===== src/rtl/usbls_rx_pkg.sv =====
package usbls_rx_pkg;

  typedef enum logic [2:0] {
    ST_IDLE,
    ST_SYNC,
    ST_DATA,
    ST_ABORT,
    ST_WAITJ
  } rxState_e;

  // strobes from control to datapath, at most one per bit centre
  typedef struct packed {
    logic pktStart;
    logic shiftBit;
    logic dropStuff;
  } dpCmd_t;

endpackage


===== src/rtl/usbls_rx_bitclk.sv =====
module usbls_rx_bitclk #(
  parameter int OVS = 8
) (
  input  logic clk,
  input  logic rstN,
  input  logic dpIn,
  input  logic dmIn,
  output logic strobe,
  output logic lineDp,
  output logic lineSe0
);
  localparam int PH_W = (OVS > 1) ? $clog2(OVS) : 1;
  localparam logic [PH_W-1:0] CENTRE = PH_W'(OVS / 2);
  localparam logic [PH_W-1:0] LAST   = PH_W'(OVS - 1);

  logic dpQ, dmQ, dpP, dmP;
  logic [PH_W-1:0] phase, curIdx;
  logic edgeSeen;

  always_ff @(posedge clk or negedge rstN) begin
    if (!rstN) begin
      dpQ   <= 1'b0;
      dmQ   <= 1'b1;
      dpP   <= 1'b0;
      dmP   <= 1'b1;
      phase <= '0;
    end else begin
      dpQ   <= dpIn;
      dmQ   <= dmIn;
      dpP   <= dpQ;
      dmP   <= dmQ;
      phase <= curIdx;
    end
  end

  // a change of line state makes the current sample index 0 of a new bit
  always_comb begin
    edgeSeen = (dpQ != dpP) || (dmQ != dmP);
    if (edgeSeen)           curIdx = '0;
    else if (phase == LAST) curIdx = '0;
    else                    curIdx = phase + PH_W'(1);
  end

  assign strobe  = (curIdx == CENTRE);
  assign lineDp  = dpQ;
  assign lineSe0 = !dpQ && !dmQ;

  // bit centres never come on adjacent samples
  p_strobe_spacing_r12: assert property (@(posedge clk) disable iff (!rstN)
    strobe |=> !strobe);

endmodule


===== src/rtl/usbls_rx_dp.sv =====
module usbls_rx_dp
  import usbls_rx_pkg::*;
#(
  parameter int BYTE_W    = 8,
  parameter int STUFF_RUN = 6
) (
  input  logic              clk,
  input  logic              rstN,
  input  logic              strobe,
  input  logic              lineDp,
  input  dpCmd_t            cmd,
  output logic              bitVal,
  output logic              stuffDue,
  output logic              partial,
  output logic [BYTE_W-1:0] rxByte,
  output logic              byteValid,
  output logic              firstByte
);
  localparam int BC_W = (BYTE_W > 1) ? $clog2(BYTE_W) : 1;
  localparam int OC_W = $clog2(STUFF_RUN + 1);
  localparam logic [BC_W-1:0] LAST_BIT = BC_W'(BYTE_W - 1);
  localparam logic [OC_W-1:0] RUN_MAX  = OC_W'(STUFF_RUN);

  logic              prevLvl;
  logic [BYTE_W-1:0] shReg, nextWord;
  logic [BC_W-1:0]   bitCnt;
  logic [OC_W-1:0]   onesCnt;
  logic              firstPend;

  // NRZI: unchanged level at the bit centre is a one
  assign bitVal   = (lineDp == prevLvl);
  assign nextWord = {bitVal, shReg[BYTE_W-1:1]};
  assign stuffDue = (onesCnt == RUN_MAX);
  assign partial  = (bitCnt != '0);

  always_ff @(posedge clk or negedge rstN) begin
    if (!rstN)       prevLvl <= 1'b0;
    else if (strobe) prevLvl <= lineDp;
  end

  always_ff @(posedge clk or negedge rstN) begin
    if (!rstN) begin
      shReg     <= '0;
      bitCnt    <= '0;
      onesCnt   <= '0;
      firstPend <= 1'b0;
      rxByte    <= '0;
      byteValid <= 1'b0;
      firstByte <= 1'b0;
    end else begin
      byteValid <= 1'b0;
      firstByte <= 1'b0;
      if (cmd.pktStart) begin
        bitCnt    <= '0;
        onesCnt   <= OC_W'(1);
        firstPend <= 1'b1;
      end else if (cmd.shiftBit) begin
        shReg   <= nextWord;
        onesCnt <= bitVal ? onesCnt + OC_W'(1) : '0;
        if (bitCnt == LAST_BIT) begin
          bitCnt    <= '0;
          rxByte    <= nextWord;
          byteValid <= 1'b1;
          firstByte <= firstPend;
          firstPend <= 1'b0;
        end else begin
          bitCnt <= bitCnt + BC_W'(1);
        end
      end else if (cmd.dropStuff) begin
        onesCnt <= '0;
      end
    end
  end

  p_cmd_single_r4: assert property (@(posedge clk) disable iff (!rstN)
    $onehot0(cmd));
  p_valid_pulse_r4: assert property (@(posedge clk) disable iff (!rstN)
    byteValid |=> !byteValid);
  p_first_with_valid_r5: assert property (@(posedge clk) disable iff (!rstN)
    firstByte |-> byteValid);
  p_ones_bound_r6: assert property (@(posedge clk) disable iff (!rstN)
    onesCnt <= RUN_MAX);
  p_drop_no_shift_r6: assert property (@(posedge clk) disable iff (!rstN)
    cmd.dropStuff |=> (!byteValid && $stable(bitCnt)));

endmodule


===== src/rtl/usbls_rx_ctrl.sv =====
module usbls_rx_ctrl
  import usbls_rx_pkg::*;
#(
  parameter int SYNC_MIN_ZEROS = 5
) (
  input  logic   clk,
  input  logic   rstN,
  input  logic   strobe,
  input  logic   se0,
  input  logic   bitVal,
  input  logic   stuffDue,
  input  logic   partial,
  output dpCmd_t cmd,
  output logic   eopPulse,
  output logic   eopFrameErr,
  output logic   keepAlive,
  output logic   stuffErr
);
  localparam int ZC_W = $clog2(SYNC_MIN_ZEROS + 1);
  localparam logic [ZC_W-1:0] ZMIN = ZC_W'(SYNC_MIN_ZEROS);

  rxState_e        state, stateNx;
  logic [ZC_W-1:0] zeroCnt, zeroNx;
  logic            eopNx, feNx, kaNx, seNx;

  always_comb begin
    stateNx = state;
    zeroNx  = zeroCnt;
    cmd     = '0;
    eopNx   = 1'b0;
    feNx    = 1'b0;
    kaNx    = 1'b0;
    seNx    = 1'b0;
    if (strobe) begin
      case (state)
        ST_IDLE: begin
          if (se0) begin
            kaNx    = 1'b1;
            stateNx = ST_WAITJ;
          end else if (!bitVal) begin
            zeroNx  = ZC_W'(1);
            stateNx = ST_SYNC;
          end
        end
        ST_SYNC: begin
          if (se0) begin
            stateNx = ST_WAITJ;
          end else if (!bitVal) begin
            if (zeroCnt != ZMIN) zeroNx = zeroCnt + ZC_W'(1);
          end else if (zeroCnt == ZMIN) begin
            cmd.pktStart = 1'b1;
            stateNx      = ST_DATA;
          end else begin
            stateNx = ST_IDLE;
          end
        end
        ST_DATA: begin
          // line end wins over the stuffed-bit rule
          if (se0) begin
            eopNx   = 1'b1;
            feNx    = partial;
            stateNx = ST_WAITJ;
          end else if (stuffDue) begin
            if (bitVal) begin
              seNx    = 1'b1;
              stateNx = ST_ABORT;
            end else begin
              cmd.dropStuff = 1'b1;
            end
          end else begin
            cmd.shiftBit = 1'b1;
          end
        end
        ST_ABORT: begin
          if (se0) stateNx = ST_WAITJ;
        end
        ST_WAITJ: begin
          if (!se0) stateNx = ST_IDLE;
        end
        default: stateNx = ST_IDLE;
      endcase
    end
  end

  always_ff @(posedge clk or negedge rstN) begin
    if (!rstN) begin
      state       <= ST_IDLE;
      zeroCnt     <= '0;
      eopPulse    <= 1'b0;
      eopFrameErr <= 1'b0;
      keepAlive   <= 1'b0;
      stuffErr    <= 1'b0;
    end else begin
      state       <= stateNx;
      zeroCnt     <= zeroNx;
      eopPulse    <= eopNx;
      eopFrameErr <= feNx;
      keepAlive   <= kaNx;
      stuffErr    <= seNx;
    end
  end

  p_sync_closed_by_one_r3: assert property (@(posedge clk) disable iff (!rstN)
    (state == ST_DATA && $past(state) != ST_DATA) |-> $past(strobe && bitVal && !se0));
  p_stuff_abort_r7: assert property (@(posedge clk) disable iff (!rstN)
    stuffErr |-> (state == ST_ABORT));
  p_eop_on_se0_r8: assert property (@(posedge clk) disable iff (!rstN)
    eopPulse |-> $past(strobe && se0));
  p_fe_only_with_eop_r9: assert property (@(posedge clk) disable iff (!rstN)
    eopFrameErr |-> eopPulse);
  p_ka_from_idle_r10: assert property (@(posedge clk) disable iff (!rstN)
    keepAlive |-> ($past(state) == ST_IDLE && !eopPulse));
  p_waitj_exit_r11: assert property (@(posedge clk) disable iff (!rstN)
    (state == ST_IDLE && $past(state) == ST_WAITJ) |-> $past(strobe && !se0));

endmodule


===== src/rtl/usbls_rx.sv =====
module usbls_rx
  import usbls_rx_pkg::*;
#(
  parameter int OVS            = 8,
  parameter int BYTE_W         = 8,
  parameter int STUFF_RUN      = 6,
  parameter int SYNC_MIN_ZEROS = 5
) (
  input  logic              clk,
  input  logic              rstN,
  input  logic              dpIn,
  input  logic              dmIn,
  output logic [BYTE_W-1:0] rxByte,
  output logic              byteValid,
  output logic              firstByte,
  output logic              eopPulse,
  output logic              eopFrameErr,
  output logic              keepAlive,
  output logic              stuffErr
);
  logic   strobe, lineDp, lineSe0;
  logic   bitVal, stuffDue, partial;
  dpCmd_t cmd;

  usbls_rx_bitclk #(.OVS(OVS)) uBitClk (
    .clk(clk), .rstN(rstN), .dpIn(dpIn), .dmIn(dmIn),
    .strobe(strobe), .lineDp(lineDp), .lineSe0(lineSe0)
  );

  usbls_rx_ctrl #(.SYNC_MIN_ZEROS(SYNC_MIN_ZEROS)) uCtrl (
    .clk(clk), .rstN(rstN), .strobe(strobe), .se0(lineSe0),
    .bitVal(bitVal), .stuffDue(stuffDue), .partial(partial), .cmd(cmd),
    .eopPulse(eopPulse), .eopFrameErr(eopFrameErr),
    .keepAlive(keepAlive), .stuffErr(stuffErr)
  );

  usbls_rx_dp #(.BYTE_W(BYTE_W), .STUFF_RUN(STUFF_RUN)) uDp (
    .clk(clk), .rstN(rstN), .strobe(strobe), .lineDp(lineDp), .cmd(cmd),
    .bitVal(bitVal), .stuffDue(stuffDue), .partial(partial),
    .rxByte(rxByte), .byteValid(byteValid), .firstByte(firstByte)
  );

endmodule


===== config.mk =====
export PLATFORM = sky130hd
export DESIGN_NAME = usbls_rx
export DESIGN_NICKNAME = d
export VERILOG_FILES = /design/src/rtl/usbls_rx_pkg.sv /design/src/rtl/usbls_rx_bitclk.sv /design/src/rtl/usbls_rx_dp.sv /design/src/rtl/usbls_rx_ctrl.sv /design/src/rtl/usbls_rx.sv
export SDC_FILE = /design/constraint.sdc
export NUM_CORES = 1
export LEC_CHECK = 0
export ABC_AREA = 1
export CAP_MARGIN = 15
export CORE_MARGIN = 5
export CORE_UTILIZATION = 45
export DETAILED_ROUTE_END_ITERATION = 10
export HOLD_SLACK_MARGIN = 0.12
export PLACE_DENSITY = 0.67
export SLEW_MARGIN = 40
export SYNTH_ARGS = -nofsm -noshare
export SYNTH_HDL_FRONTEND = slang
export SYNTH_SLANG_ARGS = --single-unit

===== constraint.sdc =====
create_clock -name clk -period 1.7 [get_ports clk]
set_input_delay 0.34 -clock clk [delete_from_list [all_inputs] [get_ports clk]]
set_output_delay 0.34 -clock clk [all_outputs]
set_load 0.02 [all_outputs]

==> PnR_summary.wiki <==
{| class="wikitable"
! Metric !! Value
|-
| Final Wtd Congestion || 0.855
|-
| Setup repair after global routing missed its margin || true
|-
| Result of the run || finished with violations
|-
| Areal power density over the cells || 725 nW/um^2
|-
| Combined global-route utilization of all metal layers || 16.0%
|-
| Worst Setup Path Type || register to register
|-
| Global routing met3 resource utilization || 4.22%
|-
| CTS Buf Count || 5
|-
| Maximum frequency from static timing analysis || 558 MHz
|-
| Number of DRC violations after detailed-routing iteration 0 || 110
|-
| Clock Skews || 0.0123 ns
|-
| Synth warn || 0
|-
| Endpoint type of the worst setup path || register
|-
| Worst hold start || uBitClk.dmQ$_DFF_PN1_
|-
| Number of vias per cell || 5.18
|-
| Max Slew Vio Count || 0
|-
| Startpoint of the worst setup timing path || uBitClk.phase[0]$_DFF_PN0_
|-
| Maximum clock insertion buffer count || 2
|-
| CP Max Fanout || 5
|-
| Max stage delay cell, worst path || sky130_fd_sc_hd__dfrtp_1
|-
| Area enclosed by the die boundary || 5890 um^2
|-
| GR Overflow Total || 0
|-
| Max-slew headroom at the worst pin || 69.3%
|-
| Violations in the final reports || setup timing
|-
| CTS tree || built
|-
| Fin Hold WS || 0.383 ns
|-
| Combined buffer and inverter count along the critical path || 2
|-
| Gate count after technology mapping || 230
|-
| Most used cell, CP || sky130_fd_sc_hd__buf_6
|-
| Post-route DRC || 0
|-
| Busiest grt layer || met2
|-
| Initial cell density of the core || 46.1%
|-
| Arrival time of data at the critical path endpoint || 1.99 ns
|-
| Max H-tree Level || 2
|-
| Leakage power || 1.36 nW
|-
| Cell breakdown of the critical path || ha_2 > ha_4 > nand4_1 > nor2_4 > buf_6 > nand3_4 > buf_6 > nand2_2 > nand2_1
|-
| Core Footprint || 4350 um^2
|-
| DRT Pass-1 Iters || 5
|-
| Wire length of the first global-routing pass || 7540 um
|-
| Layout cells sized above 1 || 27.0%
|-
| Total wire length || 4510 um
|-
| Count of unique library cells instantiated by Yosys || 26
|-
| Required time of the worst setup path || 1.89 ns
|-
| Startpoint of the most critical register-to-register path || uBitClk.phase[0]$_DFF_PN0_
|-
| Syn_area_per_cell || 8.72 um^2
|-
| Slew at the pin with the worst max-slew slack || 0.460 ns
|-
| Number of nets in the synthesized netlist || 243
|-
| Most used flip-flop cell after synthesis || sky130_fd_sc_hd__dfrtp_1
|-
| Min setup slack post-route || -0.0920 ns
|-
| Vias post-DR || 1669
|-
| Initial antenna violation count || 0
|-
| Sort of element at the start of the critical path || register
|-
| Grt met2 use || 26.2%
|-
| Wire length per cell || 14.0 um
|-
| Reported max-cap violation count || 0
|-
| Critical path's top delay family || simple AND/OR/NAND/NOR gates
|-
| Setup violation total in the final timing report || 29
|-
| Kind of path behind the tightest hold check || register to register
|-
| Final non-filler cell total || 322
|-
| Synth Register Bits || 42
|-
| Filler instances || 367
|-
| Number of nets in the finished design || 282
|-
| Largest stage delay on the critical path || 0.39 ns
|-
| Port Buffers || 17
|-
| Grt met1 use || 19.9%
|-
| Via count of the first global-routing pass || 1580
|-
| Overall die width || 76.8 um
|-
| Setup TNS || -1.56 ns
|-
| Number of sinks driven by the clock tree || 42
|-
| Source-to-sink clock delay at the later pin of the worst-skew pair || 0.31 ns
|-
| Highest ir drop seen on vdd || 0.509 mV
|-
| Placed Cells || 303
|-
| Num ports || 18
|-
| Number of routed nets with antenna violations || 0
|-
| Mapped cell area || 2010 um^2
|-
| Height of the die || 76.8 um
|-
| Site Rows || 24
|-
| Count of flip-flops with a built-in enable after synthesis || 0
|-
| Maximum number of pins on one net before global-route repair || 26
|-
| Clock transition at the register clock pins on the worst setup and hold paths after CTS || 0.08 ns
|-
| # diodes || 0
|-
| Root Driver || sky130_fd_sc_hd__clkbuf_8
|-
| Post-DP HPWL || 2730 um
|-
| Fraction of registers with async set or reset after synthesis || 100%
|-
| Final Hold Vio Count || 0
|-
| Synth-to-Final Area Change || 34.3%
|-
| Post-layout min period || 1.79 ns
|-
| Portion of the post-synthesis area used by sequential elements || 52.5%
|-
| Fin crit share || 105%
|}
==> path summary, 6_finish.rpt <==
check / endpoint / cells after the start / slack (ns)
worst max-delay path: uDp.rxByte[1]$_DFFE_PN0P_ / 9 / -0.09
worst min-delay path: uBitClk.dmP$_DFF_PN1_ / 0 / 0.38
worst max register to register: uDp.rxByte[1]$_DFFE_PN0P_ / 9 / -0.09
worst min register to register: uBitClk.dmP$_DFF_PN1_ / 0 / 0.38
max in group asynchronous: uBitClk.dmP$_DFF_PN1_ / 3 / 0.64
min in group asynchronous: uDp.shReg[4]$_DFFE_PN0P_ / 2 / 0.50
==> routing by layer <==
layer | wire length, um | vias to the layer above
li1 | - | 819
met1 | 1920 | 809
met2 | 2350 | 35
met3 | 158 | 6
met4 | 83 | 0
met5 | 0 | -
==> logic make-up after synthesis <==
family	count (synthesis)	share of synthesized area [%]
fa+ha+maj	9	5.61
compound gates	12	3.18
flops	42	52.5
xor+xnor	3	1.68
buf+inv	35	7.74
simple gates	129	29.3
==> cell usage in the layout (no fill, tap or decap), types with 2 or more instances in the layout <==
master / synthesis / routed
sky130_fd_sc_hd__nand2_1: 64 / 51
sky130_fd_sc_hd__dfrtp_1: 40 / 40
sky130_fd_sc_hd__inv_1: 26 / 23
sky130_fd_sc_hd__nand4_1: 17 / 17
sky130_fd_sc_hd__clkdlybuf4s50_1: 0 / 16
sky130_fd_sc_hd__nand2_2: 4 / 14
sky130_fd_sc_hd__nand3_1: 21 / 13
sky130_fd_sc_hd__nor2_1: 14 / 12
sky130_fd_sc_hd__buf_4: 1 / 11
sky130_fd_sc_hd__buf_6: 2 / 8
sky130_fd_sc_hd__nand3_2: 0 / 7
sky130_fd_sc_hd__ha_1: 9 / 7
sky130_fd_sc_hd__o21ai_1: 4 / 6
sky130_fd_sc_hd__nor2_4: 1 / 5
sky130_fd_sc_hd__clkbuf_8: 0 / 5
sky130_fd_sc_hd__inv_2: 1 / 4
sky130_fd_sc_hd__nor3_1: 3 / 3
sky130_fd_sc_hd__or2_2: 2 / 2
sky130_fd_sc_hd__a21oi_1: 2 / 2
sky130_fd_sc_hd__nand2_4: 0 / 2
sky130_fd_sc_hd__xor2_1: 2 / 2
sky130_fd_sc_hd__clkinvlp_4: 0 / 2
sky130_fd_sc_hd__buf_12: 0 / 2
sky130_fd_sc_hd__dfstp_2: 2 / 2
==> metrics by stage <==
| stage | total power [mW] | instance area [um^2] | utilization (%) | setup slack [ns] |
|---|---|---|---|---|
| after floorplan | 1.11 | 2010 | - | 0.115 |
| after global routing | 2.04 | 2690 | 61.9 | -0.160 |
| after global placement | 1.16 | 2300 | 52.8 | -0.0119 |
| after CTS | 1.96 | 2590 | 59.5 | -0.0366 |
| after detailed placement | 1.16 | 2300 | 52.8 | -0.0459 |
| final | 1.95 | 2690 | 61.9 | -0.0920 |
==> flip-flops by register name (all words and copies together) (netlist names), 3 cells and up <==
name	cells
uDp.shReg	7
uCtrl.state	3
uCtrl.zeroCnt	3
uDp.rxByte	8
uBitClk.phase	3
uDp.bitCnt	3
uDp.onesCnt	3
==> area by class of cell <==
class                           count  area [um^2]  share of cell area (%)
Sequential cell                    42         1050                    39.1
Clock buffer                        5         68.8                    2.55
Multi-Input combinational cell    153          945                    35.1
Timing Repair Buffer               40          415                    15.4
Inverter                           27          101                    3.76
Tap cell                           52         65.1                    2.42
Clock inverter                      3         45.0                    1.67
==> what timing repair did <==
action | CTS | global route
pin swaps | 12 | 13
resized for setup | 23 | 30
hold buffers | 1 | 0
buffers inserted | 4 | 5
cloned | 3 | 1
hold endpoints to repair | 17 | 0
setup endpoints to repair | 17 | 31
==> power by group <==
group	switching [mW]	leakage, nW	internal [mW]
Clock	0.359	0.0504	0.437
Combinational	0.0829	0.732	0.0505
Sequential	0.0112	0.574	1.01
Total	0.453	1.36	1.50
==> cells in the mapped netlist, types with 2 or more instances <==
cell,number,share of area [%]
sky130_fd_sc_hd__buf_2,4,1.0
sky130_fd_sc_hd__inv_1,26,4.9
sky130_fd_sc_hd__ha_1,9,5.6
sky130_fd_sc_hd__o21ai_0,4,1.0
sky130_fd_sc_hd__nand4_1,17,5.3
sky130_fd_sc_hd__nand2_2,4,1.2
sky130_fd_sc_hd__nor3_1,3,0.75
sky130_fd_sc_hd__nor2_2,2,0.62
sky130_fd_sc_hd__a21oi_1,2,0.50
sky130_fd_sc_hd__nor2_1,14,2.6
sky130_fd_sc_hd__nand3_1,21,5.2
sky130_fd_sc_hd__dfrtp_1,40,50
sky130_fd_sc_hd__nand2_1,64,12
sky130_fd_sc_hd__dfstp_2,2,2.6
sky130_fd_sc_hd__buf_6,2,1.1
sky130_fd_sc_hd__xor2_1,2,0.87
sky130_fd_sc_hd__or2_2,2,0.62
sky130_fd_sc_hd__o21ai_1,4,1.0
No activity file was read; power rests on OpenSTA's default activity.
